File: src/rtl/alu_pkg.sv
package alu_pkg;
  localparam int OP_W = 3;
  typedef logic [OP_W-1:0] alu_op_t;

  localparam alu_op_t OP_AND = 3'b000;
  localparam alu_op_t OP_OR  = 3'b001;
  localparam alu_op_t OP_ADD = 3'b010;
  localparam alu_op_t OP_SUB = 3'b110;
  localparam alu_op_t OP_SLT = 3'b111;

  // slice multiplexer selections
  typedef enum logic [1:0] {
    SEL_AND  = 2'b00,
    SEL_OR   = 2'b01,
    SEL_SUM  = 2'b10,
    SEL_LESS = 2'b11
  } slice_sel_e;
endpackage

File: src/rtl/alu_ctrl_decode.sv
module alu_ctrl_decode
  import alu_pkg::*;
(
  input  alu_op_t    op,
  output logic       b_inv,
  output slice_sel_e sel,
  output logic       code_ok,
  output logic       arith
);
  always_comb begin
    b_inv   = 1'b0;
    sel     = SEL_AND;
    code_ok = 1'b1;
    arith   = 1'b0;
    unique case (op)
      OP_AND: sel = SEL_AND;
      OP_OR:  sel = SEL_OR;
      OP_ADD: begin sel = SEL_SUM; arith = 1'b1; end
      OP_SUB: begin sel = SEL_SUM; arith = 1'b1; b_inv = 1'b1; end
      OP_SLT: begin sel = SEL_LESS; b_inv = 1'b1; end
      default: code_ok = 1'b0;
    endcase
  end
endmodule

File: src/rtl/alu_full_adder.sv
module alu_full_adder (
  input  logic x,
  input  logic y,
  input  logic ci,
  output logic s,
  output logic co
);
  always_comb begin
    s  = x ^ y ^ ci;
    co = (x & y) | (x & ci) | (y & ci);
  end
endmodule

File: src/rtl/alu_slice.sv
module alu_slice
  import alu_pkg::*;
(
  input  logic       a,
  input  logic       b,
  input  logic       b_inv,
  input  logic       cin,
  input  logic       less,
  input  slice_sel_e sel,
  output logic       res,
  output logic       cout
);
  logic b_eff;
  logic sum;

  assign b_eff = b ^ b_inv;

  alu_full_adder u_fa (.x(a), .y(b_eff), .ci(cin), .s(sum), .co(cout));

  always_comb begin
    unique case (sel)
      SEL_AND:  res = a & b;
      SEL_OR:   res = a | b;
      SEL_SUM:  res = sum;
      SEL_LESS: res = less;
      default:  res = 1'b0;
    endcase
  end
endmodule

File: src/rtl/alu_msb_slice.sv
module alu_msb_slice
  import alu_pkg::*;
(
  input  logic       a,
  input  logic       b,
  input  logic       b_inv,
  input  logic       cin,
  input  logic       less,
  input  slice_sel_e sel,
  output logic       res,
  output logic       set,
  output logic       ovf
);
  logic b_eff;
  logic sum;
  logic cout;

  assign b_eff = b ^ b_inv;

  alu_full_adder u_fa (.x(a), .y(b_eff), .ci(cin), .s(sum), .co(cout));

  // signed overflow: carry into the sign bit differs from carry out of it
  assign ovf = cin ^ cout;
  // signed less-than of the difference, corrected for overflow
  assign set = sum ^ ovf;

  always_comb begin
    unique case (sel)
      SEL_AND:  res = a & b;
      SEL_OR:   res = a | b;
      SEL_SUM:  res = sum;
      SEL_LESS: res = less;
      default:  res = 1'b0;
    endcase
  end
endmodule

File: src/rtl/alu_zero_detect.sv
module alu_zero_detect #(
  parameter int WIDTH = 32
) (
  input  logic [WIDTH-1:0] vec,
  output logic             all_zero
);
  assign all_zero = ~|vec;
endmodule

File: src/rtl/bitslice_alu.sv
module bitslice_alu
  import alu_pkg::*;
#(
  parameter int WIDTH = 32
) (
  input  logic [WIDTH-1:0] a_i,
  input  logic [WIDTH-1:0] b_i,
  input  logic [2:0]       op_i,
  output logic [WIDTH-1:0] result_o,
  output logic             zero_o,
  output logic             ovf_o
);
  localparam int MSB = WIDTH - 1;

  logic             b_inv;
  slice_sel_e       sel;
  logic             code_ok;
  logic             arith;
  logic [MSB:0]     carry;
  logic [MSB:0]     raw_res;
  logic             slt_set;
  logic             msb_ovf;

  alu_ctrl_decode u_dec (
    .op(op_i), .b_inv(b_inv), .sel(sel), .code_ok(code_ok), .arith(arith)
  );

  assign carry[0] = b_inv;

  for (genvar i = 0; i < WIDTH; i++) begin : g_slice
    if (i == MSB) begin : g_top
      alu_msb_slice u_msb (
        .a(a_i[i]), .b(b_i[i]), .b_inv(b_inv), .cin(carry[i]),
        .less(1'b0), .sel(sel), .res(raw_res[i]),
        .set(slt_set), .ovf(msb_ovf)
      );
    end else if (i == 0) begin : g_lsb
      alu_slice u_bit (
        .a(a_i[i]), .b(b_i[i]), .b_inv(b_inv), .cin(carry[i]),
        .less(slt_set), .sel(sel), .res(raw_res[i]), .cout(carry[i+1])
      );
    end else begin : g_mid
      alu_slice u_bit (
        .a(a_i[i]), .b(b_i[i]), .b_inv(b_inv), .cin(carry[i]),
        .less(1'b0), .sel(sel), .res(raw_res[i]), .cout(carry[i+1])
      );
    end
  end

  assign result_o = code_ok ? raw_res : '0;
  assign ovf_o    = code_ok & arith & msb_ovf;

  alu_zero_detect #(.WIDTH(WIDTH)) u_zero (.vec(result_o), .all_zero(zero_o));
endmodule

File: config.mk
export PLATFORM = sky130hd
export DESIGN_NAME = bitslice_alu
export DESIGN_NICKNAME = d
export VERILOG_FILES = /design/src/rtl/alu_pkg.sv /design/src/rtl/alu_ctrl_decode.sv /design/src/rtl/alu_full_adder.sv /design/src/rtl/alu_slice.sv /design/src/rtl/alu_msb_slice.sv /design/src/rtl/alu_zero_detect.sv /design/src/rtl/bitslice_alu.sv
export SDC_FILE = /design/constraint.sdc
export NUM_CORES = 1
export LEC_CHECK = 0
export BUFFER_PORTS_ARGS = -buffer_cell sky130_fd_sc_hd__buf_4
export CORE_MARGIN = 10
export CORE_UTILIZATION = 44
export DETAILED_ROUTE_END_ITERATION = 16
export PLACE_DENSITY = 0.85
export SLEW_MARGIN = 25
export SYNTH_ARGS = -nofsm -noshare
export SYNTH_HDL_FRONTEND = slang
export SYNTH_SLANG_ARGS = --single-unit
File: constraint.sdc
create_clock -name vclk -period 21.7
set_input_delay 4.34 -clock vclk [all_inputs]
set_output_delay 4.34 -clock vclk [all_outputs]
set_load 0.01 [all_outputs]
Word level (Yosys, flattened, before mapping)
Index checks and enable logic that the tools add are counted.
- register bits after elaboration: 0
- word-level logic and storage cells: 375
- output and inout bits: 34
- multiplexer cells: 37
- equal/unequal tests: 7
- reductions and logical operators: 7
- bitwise gates (word level): 324
- operator list (cell ; count):
    $and A1 B1 Y1 ; 130
    $pmux W1 S4 ; 32
    $xor A1 B1 Y1 ; 98
    $or A1 B1 Y1 ; 96
    $mux W32 ; 1
    $reduce_or A32 Y1 ; 1
    $eq A3 B3 Y1 const B ; 2
    $pmux W2 S3 ; 1
    $reduce_or A5 Y1 ; 1
    $eq A2 B2 Y1 const B ; 2
    $reduce_or A2 Y1 ; 2
    $eq A3 B1 Y1 const B ; 1
    $eq A3 B2 Y1 const B ; 1
    $logic_not A3 Y1 ; 1
    $mux W1 ; 3
    $eq A2 B1 Y1 const B ; 1
    $logic_not A2 Y1 ; 1
    $logic_not A1 Y1 ; 1

Logic depth before layout (Yosys ltp)
Gate-level depths: netlist of run 1.
- depth in word-level cells: 106
- mapped depth: 42
- depth with buffers taken out: 40

Modules after synthesis
From an unflattened synthesis of run 1, not the netlist that was laid out.
- cells, all modules: 218
- area total of the unflattened synthesis: 2531.2 um^2
- modules (own cells, without submodules) (module ; times used ; area an instance (um^2) ; cells each):
    alu_slice ; 31 ; 46.3 ; 4
    alu_full_adder ; 32 ; 20.0 ; 1
    bitslice_alu ; 1 ; 266.5 ; 37
    alu_zero_detect ; 1 ; 72.6 ; 11
    alu_msb_slice ; 1 ; 63.8 ; 6
    alu_ctrl_decode ; 1 ; 52.6 ; 8

Worst setup path before layout of run 1
Ideal clock, no wire load.
- path type: input to output
- from: in op_i[2]
- to: out zero_o
- data required time: 17360 ps
- path slack: -655 ps
- stages: 41
- buffers on the path: 2
- arrival: 18015 ps
- path through: clkbuf_1 -> nand2_1 -> buf_1 -> xor2_1 -> fa_1 -> fa_1 -> inv_1 -> fa_1 -> fa_1 -> fa_1 -> fa_1 -> fa_1 -> fa_1 -> fa_1 -> fa_1 -> fa_1 -> fa_1 -> fa_1 -> (+5 left out) -> fa_1 -> fa_1 -> fa_1 -> fa_1 -> fa_1 -> fa_1 -> fa_1 -> fa_1 -> fa_1 -> fa_1 -> fa_1 -> fa_1 -> fa_1 -> and3b_1 -> a31o_1 -> or4_1 -> nor4_1 -> and4_1
- elaborated cells between the ends (all ways): 308
- classes of those cells: eq/ne (7); mux (36); bitwise (258); reduce/logical (7)
- RTL lines (item ; RTL line ; RTL):
    start, declared ; bitslice_alu.sv:8 ; input logic [2:0] op_i,
    $eq A3 B3 Y1 ; alu_ctrl_decode.sv:15 ; unique case (op)
    $reduce_or A2 Y1 (no line) ; n/a ;
    $mux W1 ; alu_ctrl_decode.sv:15 ;
    $xor A1 B1 Y1 ; alu_slice.sv:16 ; assign b_eff = b ^ b_inv;
    $and A1 B1 Y1 ; alu_full_adder.sv:10 ; co = (x & y) | (x & ci) | (y & ci);
    $or A1 B1 Y1 (2 in series) ; alu_full_adder.sv:10 ;
    $and A1 B1 Y1 ; alu_full_adder.sv:10 ;
    $or A1 B1 Y1 (2 in series) ; alu_full_adder.sv:10 ;
    (+84 left out) ; n/a ;
    $and A1 B1 Y1 ; alu_full_adder.sv:10 ;
    $or A1 B1 Y1 (2 in series) ; alu_full_adder.sv:10 ;
    $xor A1 B1 Y1 ; alu_full_adder.sv:9 ; s = x ^ y ^ ci;
    $pmux W1 S4 ; alu_msb_slice.sv:28 ; unique case (sel)
    $mux W32 (*) ; bitslice_alu.sv:50 ; assign result_o = code_ok ? raw_res : '0;
    net result_o[31] ; bitslice_alu.sv:9 ; output logic [WIDTH-1:0] result_o,
    $reduce_or A32 Y1 (*) ; alu_zero_detect.sv:7 ; assign all_zero = ~|vec;
    $logic_not A1 Y1 (*) ; alu_zero_detect.sv:7 ;
    end, declared ; bitslice_alu.sv:10 ; output logic zero_o,
Mark *: on every way through the listed nets, which the timed path passes. The rest lies on a longest branch.

Final worst setup path of run 1
- from: in op_i[1]
- to: out zero_o
- longest elaborated chain between the ends: 106
- elaborated cells between the ends (all ways): 308
- classes of those cells: eq/ne (7); mux (36); bitwise (258); reduce/logical (7)
- ends and longest elaborated chain (item ; RTL line ; RTL):
    $eq A3 B3 Y1 ; alu_ctrl_decode.sv:15 ;
    $reduce_or A2 Y1 (no line) ; n/a ;
    $mux W1 ; alu_ctrl_decode.sv:15 ;
    $xor A1 B1 Y1 ; alu_slice.sv:16 ;
    $and A1 B1 Y1 ; alu_full_adder.sv:10 ;
    $or A1 B1 Y1 (2 in series) ; alu_full_adder.sv:10 ;
    $and A1 B1 Y1 ; alu_full_adder.sv:10 ;
    $or A1 B1 Y1 (2 in series) ; alu_full_adder.sv:10 ;
    (+87 left out) ; n/a ;
    $and A1 B1 Y1 ; alu_full_adder.sv:10 ;
    $or A1 B1 Y1 (2 in series) ; alu_full_adder.sv:10 ;
    $xor A1 B1 Y1 ; alu_msb_slice.sv:23 ; assign ovf = cin ^ cout;
    $xor A1 B1 Y1 ; alu_msb_slice.sv:25 ; assign set = sum ^ ovf;
    $pmux W1 S4 ; alu_slice.sv:21 ; unique case (sel)
    $mux W32 (*) ; bitslice_alu.sv:50 ;
    $reduce_or A32 Y1 (*) ; alu_zero_detect.sv:7 ;
    $logic_not A1 Y1 (*) ; alu_zero_detect.sv:7 ;
Mark *: on every way between the ends. The rest lies on a longest branch, timed or not.

==> metrics.md, run 1 <==
| Metric | Value |
|---|---|
| TritonRoute pass-1 iters | 4 |
| Largest family of logic cells by synthesized area | adder cells |
| Family with the most delay on the worst path | adder cells |
| Top cell type by total area after synthesis | fa_1 |
| FF+latch area | 0 um^2 |
| Die H | between 80 and 90 um |
| Core footprint | roughly 0.0044 mm^2 |
| Crit start category | primary input |
| Cell repeated most along the worst path | fa_2 |
| Setup tns final | 0 ps |
| Initial DRC Count | 81 |
| Die W | around 87 um |
| Fillers | between 300 and 400 |
| Post-synthesis mux area share | 0 |
| Gpl congestion | between 0.8 and 0.9 |
| Seq/Total Area, Yosys | 0 |
| Final net count | approximately 400 |
| Layout cell share with drive strength beyond 1 | 0.538 |
| CP max stage delay | ~450 ps |
| Die ar. | ~0.0076 mm^2 |
| WS Path Type | in2out |
| All-Layer GR Usage | 0.172 |
| Critical path data arrival time | ~17000 ps |
| XOR/XNOR Fraction of Synth Area | 0.141 |
| Synth warnings | 0 |
| Number of diodes | 0 |
| Synthesized netlist cell count | 209 |
| Syn nets | just over 300 |
| Post-synthesis simple-gate area fraction | 0.153 |
| Min Tclk post-route | 21320 ps |
| CLK BUF | 0 |
| Synth area leaders | fa_1 (32%), xnor2_1 (12%), and3b_1 (8.3%) |
| Critical path required time | 17360 ps |
| Overall power | 0.0907 mW |
| Final wirelength | slightly below 7 mm |
| CP endpoint kind | output pin |
| CTS Hold Bufs | 0 |
| Period utilization | 0.983 |
| CP max stage cell | or4_4 |
| PwrDens | between 30 and 40 mW/mm^2 |
| Fmax achieved | approximately 47 MHz |
| Largest net degree at the start of global routing | just under 50 |
| Slew Limit Headroom | 0.446 |
| Final WS setup | approximately 380 ps |
| Syn_area_per_cell | about 9.5 um^2 |
| VDD IR max | about 0.018 mV |
| DR vias/cell | 5.79 |
| Global-route wire length before repair | approximately 11 mm |
| Port bufs | between 100 and 150 |
| Vias in the first global route | ~2300 |
| Seq cells | 0 |
| Post-CTS setup buffers | 0 |
| Pin slew with the least headroom to its limit | approximately 830 ps |
| FP Rows | 24 |
| P&R area growth vs syn | 45.3% |
| Slew Limit Fails | 0 |
| ANT nets after route | 0 |
| Endpoints failing setup | 0 |
| Placed Instance Area | roughly 0.0028 mm^2 |
| Compound-Gate Fraction of Synth Area | 0.195 |
| Most common cell after layout, fill and taps aside | buf_4 |
| Post-synthesis adder-cell area fraction | 0.443 |
| Fin. Hold Viols | 0 |
| Yosys top cell area share | 0.321 |
| Final instance area | 0.00290 mm^2 |
| Initial Utilization | 0.455 |
| Detail Placement HPWL | 5.57 mm |
| I/O Pins | about 100 |
| Max Fanout on Critical Path | 4 |
| Unrepaired setup endpoints after global routing | false |
| Leak | between 1 and 1.5 nW |
| # DRC | 0 |
| Cell variety after synth | 29 |
| Via Count | roughly 2000 |
| Initial antenna violation count | 0 |
| Synthesized area | between 0.0015 and 0.002 mm^2 |
| Max Cap Viol | 0 |
| Worst path bufs/invs | 4 |
| Most frequent cells in the layout | buf_4 (112), xnor2_1 (28), fa_2 (25), and3b_1 (19), o21ai_0 (18) |
| DR WL/cell | between 15 and 20 um |
| Post-Place Worst Slack | -534 ps |
| Worst hold path type | in2out |
| Final hold slack | about 9000 ps |
| Overflow after GRT | 0 |
| Status | finished clean |
[metal layers]
layer  vias up  global-route usage  routed length (um)
met1      1004               0.200                2630
li1        965                   -                   -
met5         -                   0                   0
met3         4              0.0328                 440
met2        82               0.325                3760
met4         0              0.0145                  59
[power breakdown]
group | switching, mW | internal, mW
logic | 0.0438 | 0.0470
registers | 0 | 0
clock network | 0 | 0
[final cells by class]
cell class | instances | area [um^2] | share of cell area
multi-input combinational | 182 | 1960 | 0.676
timing repair buffer | 112 | 841 | 0.290
tap | 52 | 65.1 | 0.0225
inverter | 9 | 33.8 | 0.0117
[final timing paths]
| path | from | to | cells past startpoint |
|---|---|---|---|
| setup / recovery | op_i[1] | zero_o | 43 |
| hold / removal | b_i[17] | result_o[17] | 4 |
[synthesized netlist by cell type, types with 2 or more instances]
library cell  count
nor3b_1           2
inv_1             9
maj3_1           15
nor2b_1           2
nor4_1            4
xnor2_1          28
nor2_1            3
clkbuf_1          9
nor3_1            2
maj3_2            6
buf_6             3
or4_1             5
a21oi_1           2
buf_1             4
nand2_1           3
xor2_1            4
a31o_2           15
fa_1             32
a32oi_1          10
o21ai_0          18
a31o_1            6
and3b_1          19
ha_1              2
[logic make-up (layout without fill, tap and decap cells)]
logic type      count (synthesis)  count (layout)
fa+ha+maj                      55              55
compound gates                 53              53
simple gates                   42              42
xor+xnor                       32              32
buf+inv                        27             121
[timing repair]
| item | CTS | global route |
|---|---|---|
| cloned | 0 | 0 |
| pin swaps | 1 | 1 |
| gates resized for setup | 12 | 7 |
| hold endpoints to repair | 0 | 0 |
| endpoints found under the setup margin | 1 | 1 |
[metrics by stage]
step,util,cells
2_1_floorplan,-,209
3_3_place_gp,0.648,355
3_5_place_dp,0.648,355
4_1_cts,0.656,355
5_1_grt,0.661,355
6_report,0.661,355
Power figures use the tool's default switching activity.
==> run 2: changes to the inputs <==
--- a/config.mk
+++ b/config.mk
@@ -8,3 +8,2 @@
 export BUFFER_PORTS_ARGS = -buffer_cell sky130_fd_sc_hd__buf_4
-export CORE_MARGIN = 10
 export CORE_UTILIZATION = 44
@@ -12,3 +11,3 @@
 export PLACE_DENSITY = 0.85
-export SLEW_MARGIN = 25
+export SLEW_MARGIN = 10
 export SYNTH_ARGS = -nofsm -noshare
==> constraint.sdc (replaced) <==
create_clock -name vclk -period 21.7
set_input_delay 1.085 -clock vclk [all_inputs]
set_output_delay 1.085 -clock vclk [all_outputs]
set_load 0.01 [all_outputs]
==> metrics.md, run 2 (synthesis gave the netlist of run 1 again) <==
| Metric | Value |
|---|---|
| Pin slew with the least headroom to its limit | around 820 ps |
| Die ar. | ~0.0048 mm^2 |
| VDD IR max | ~0.016 mV |
| Fillers | a little under 400 |
| Hold-critical path depth | 4 |
| Worst hold path type | in2out |
| Max Cap Viol | 0 |
| Final hold slack | 2570 ps |
| P&R area growth vs syn | 36.6% |
| Crit start category | primary input |
| Endpoints failing setup | 0 |
| Final wirelength | a little under 6 mm |
| Combinational power share | 1.000 |
| Net Sw Power | between 0.04 and 0.05 mW |
| Die W | roughly 69 um |
| Leak | ~1.2 nW |
| CTS Hold Bufs | 0 |
| All-Layer GR Usage | 0.239 |
| WS Path Type | in2out |
| CP max stage cell | fa_1 |
| Family with the most delay on the worst path | adder cells |
| Setup tns final | 0 ps |
| Core footprint | about 0.0044 mm^2 |
| Die H | 69.3 um |
| Status | finished clean |
| Crit path depth | just over 40 |
| Cell repeated most along the worst path | fa_1 |
| Slew Limit Fails | 0 |
| Sequential share of power | 0 |
| Initial Utilization | 0.458 |
| CP endpoint kind | output pin |
| Final net count | 396 |
| CP max stage delay | between 400 and 500 ps |
| Global-route wire length before repair | just under 10 mm |
| Min Tclk post-route | between 15000 and 20000 ps |
| ANT nets after route | 0 |
| Layout cell share with drive strength beyond 1 | 0.423 |
| Via Count | 2050 |
| PwrDens | a little over 30 mW/mm^2 |
| FF+latch area | 0 um^2 |
| Slew Limit Headroom | 0.453 |
| Int Power | ~0.043 mW |
| Detail Placement HPWL | about 4.6 mm |
| Overall power | approximately 0.084 mW |
| FP Rows | 24 |
| # DRC | 0 |
| Initial DRC Count | a little under 100 |
| Placed Instance Area | ~0.0027 mm^2 |
| Unrepaired setup endpoints after global routing | false |
| Max Fanout on Critical Path | 26 |
| Initial antenna violation count | 0 |
| Final WS setup | 5100 ps |
| Resized Gates After CTS | 0 |
| Vias in the first global route | 2081 |
| Worst path bufs/invs | 3 |
| DR WL/cell | between 15 and 20 um |
| Number of diodes | 0 |
| CLK BUF | 0 |
| Critical path data arrival time | approximately 16000 ps |
| Gpl congestion | 0.862 |
| Area taken by multi-input logic gates | 0.00186 mm^2 |
| Seq cells | 0 |
| I/O Pins | between 100 and 150 |
| Largest net degree at the start of global routing | 49 |
| Clock share of power | 0 |
| Post-Place Worst Slack | roughly 5200 ps |
| Most frequent cells in the layout | buf_4 (102), fa_1 (32), xnor2_1 (28), and3b_1 (19), o21ai_0 (18) |
| Overflow after GRT | 0 |
| Post-CTS setup buffers | 0 |
| Switching share of power | 0.486 |
| Critical path required time | 20610 ps |
| Final core utilization | 0.626 |
| Most common cell after layout, fill and taps aside | buf_4 |
| Fmax achieved | 60.3 MHz |
| Placed cell count | roughly 350 |
| TritonRoute pass-1 iters | 4 |
| DR vias/cell | slightly below 6 |
| Port bufs | just over 100 |
| Fin. Hold Viols | 0 |
| Period utilization | 0.765 |
| Final instance area | 0.00273 mm^2 |
| Post-Layout Cell Count | roughly 350 |
==> run 2: worst paths after layout <==
kind | to | startpoint | slack (ps)
setup / recovery | zero_o | op_i[1] | 5100
hold / removal | result_o[24] | a_i[24] | 2570
==> run 2: power by group through the flow <==
stage	clock [mW]	sequential, mW	combinational, mW
2_1_floorplan	0	0	0.0482
3_3_place_gp	0	0	0.0804
3_5_place_dp	0	0	0.0838
4_1_cts	0	0	0.0843
5_1_grt	0	0	0.0926
6_report	0	0	0.0842
==> run 2: per-layer routing <==
| metal | global-route usage | part of all wire | up-vias |
|---|---|---|---|
| met5 | 0 | 0 | - |
| met4 | 0.0317 | 0.016 | 0 |
| met3 | 0.00727 | 0.040 | 8 |
| met2 | 0.435 | 0.52 | 76 |
| met1 | 0.324 | 0.42 | 1029 |
| li1 | - | - | 937 |
==> run 2: layout make-up <==
class | count | share of cell area
repair buffers | 102 | 0.281
inverters | 9 | 0.0124
multi-input cells | 182 | 0.683
well taps | 52 | 0.0239
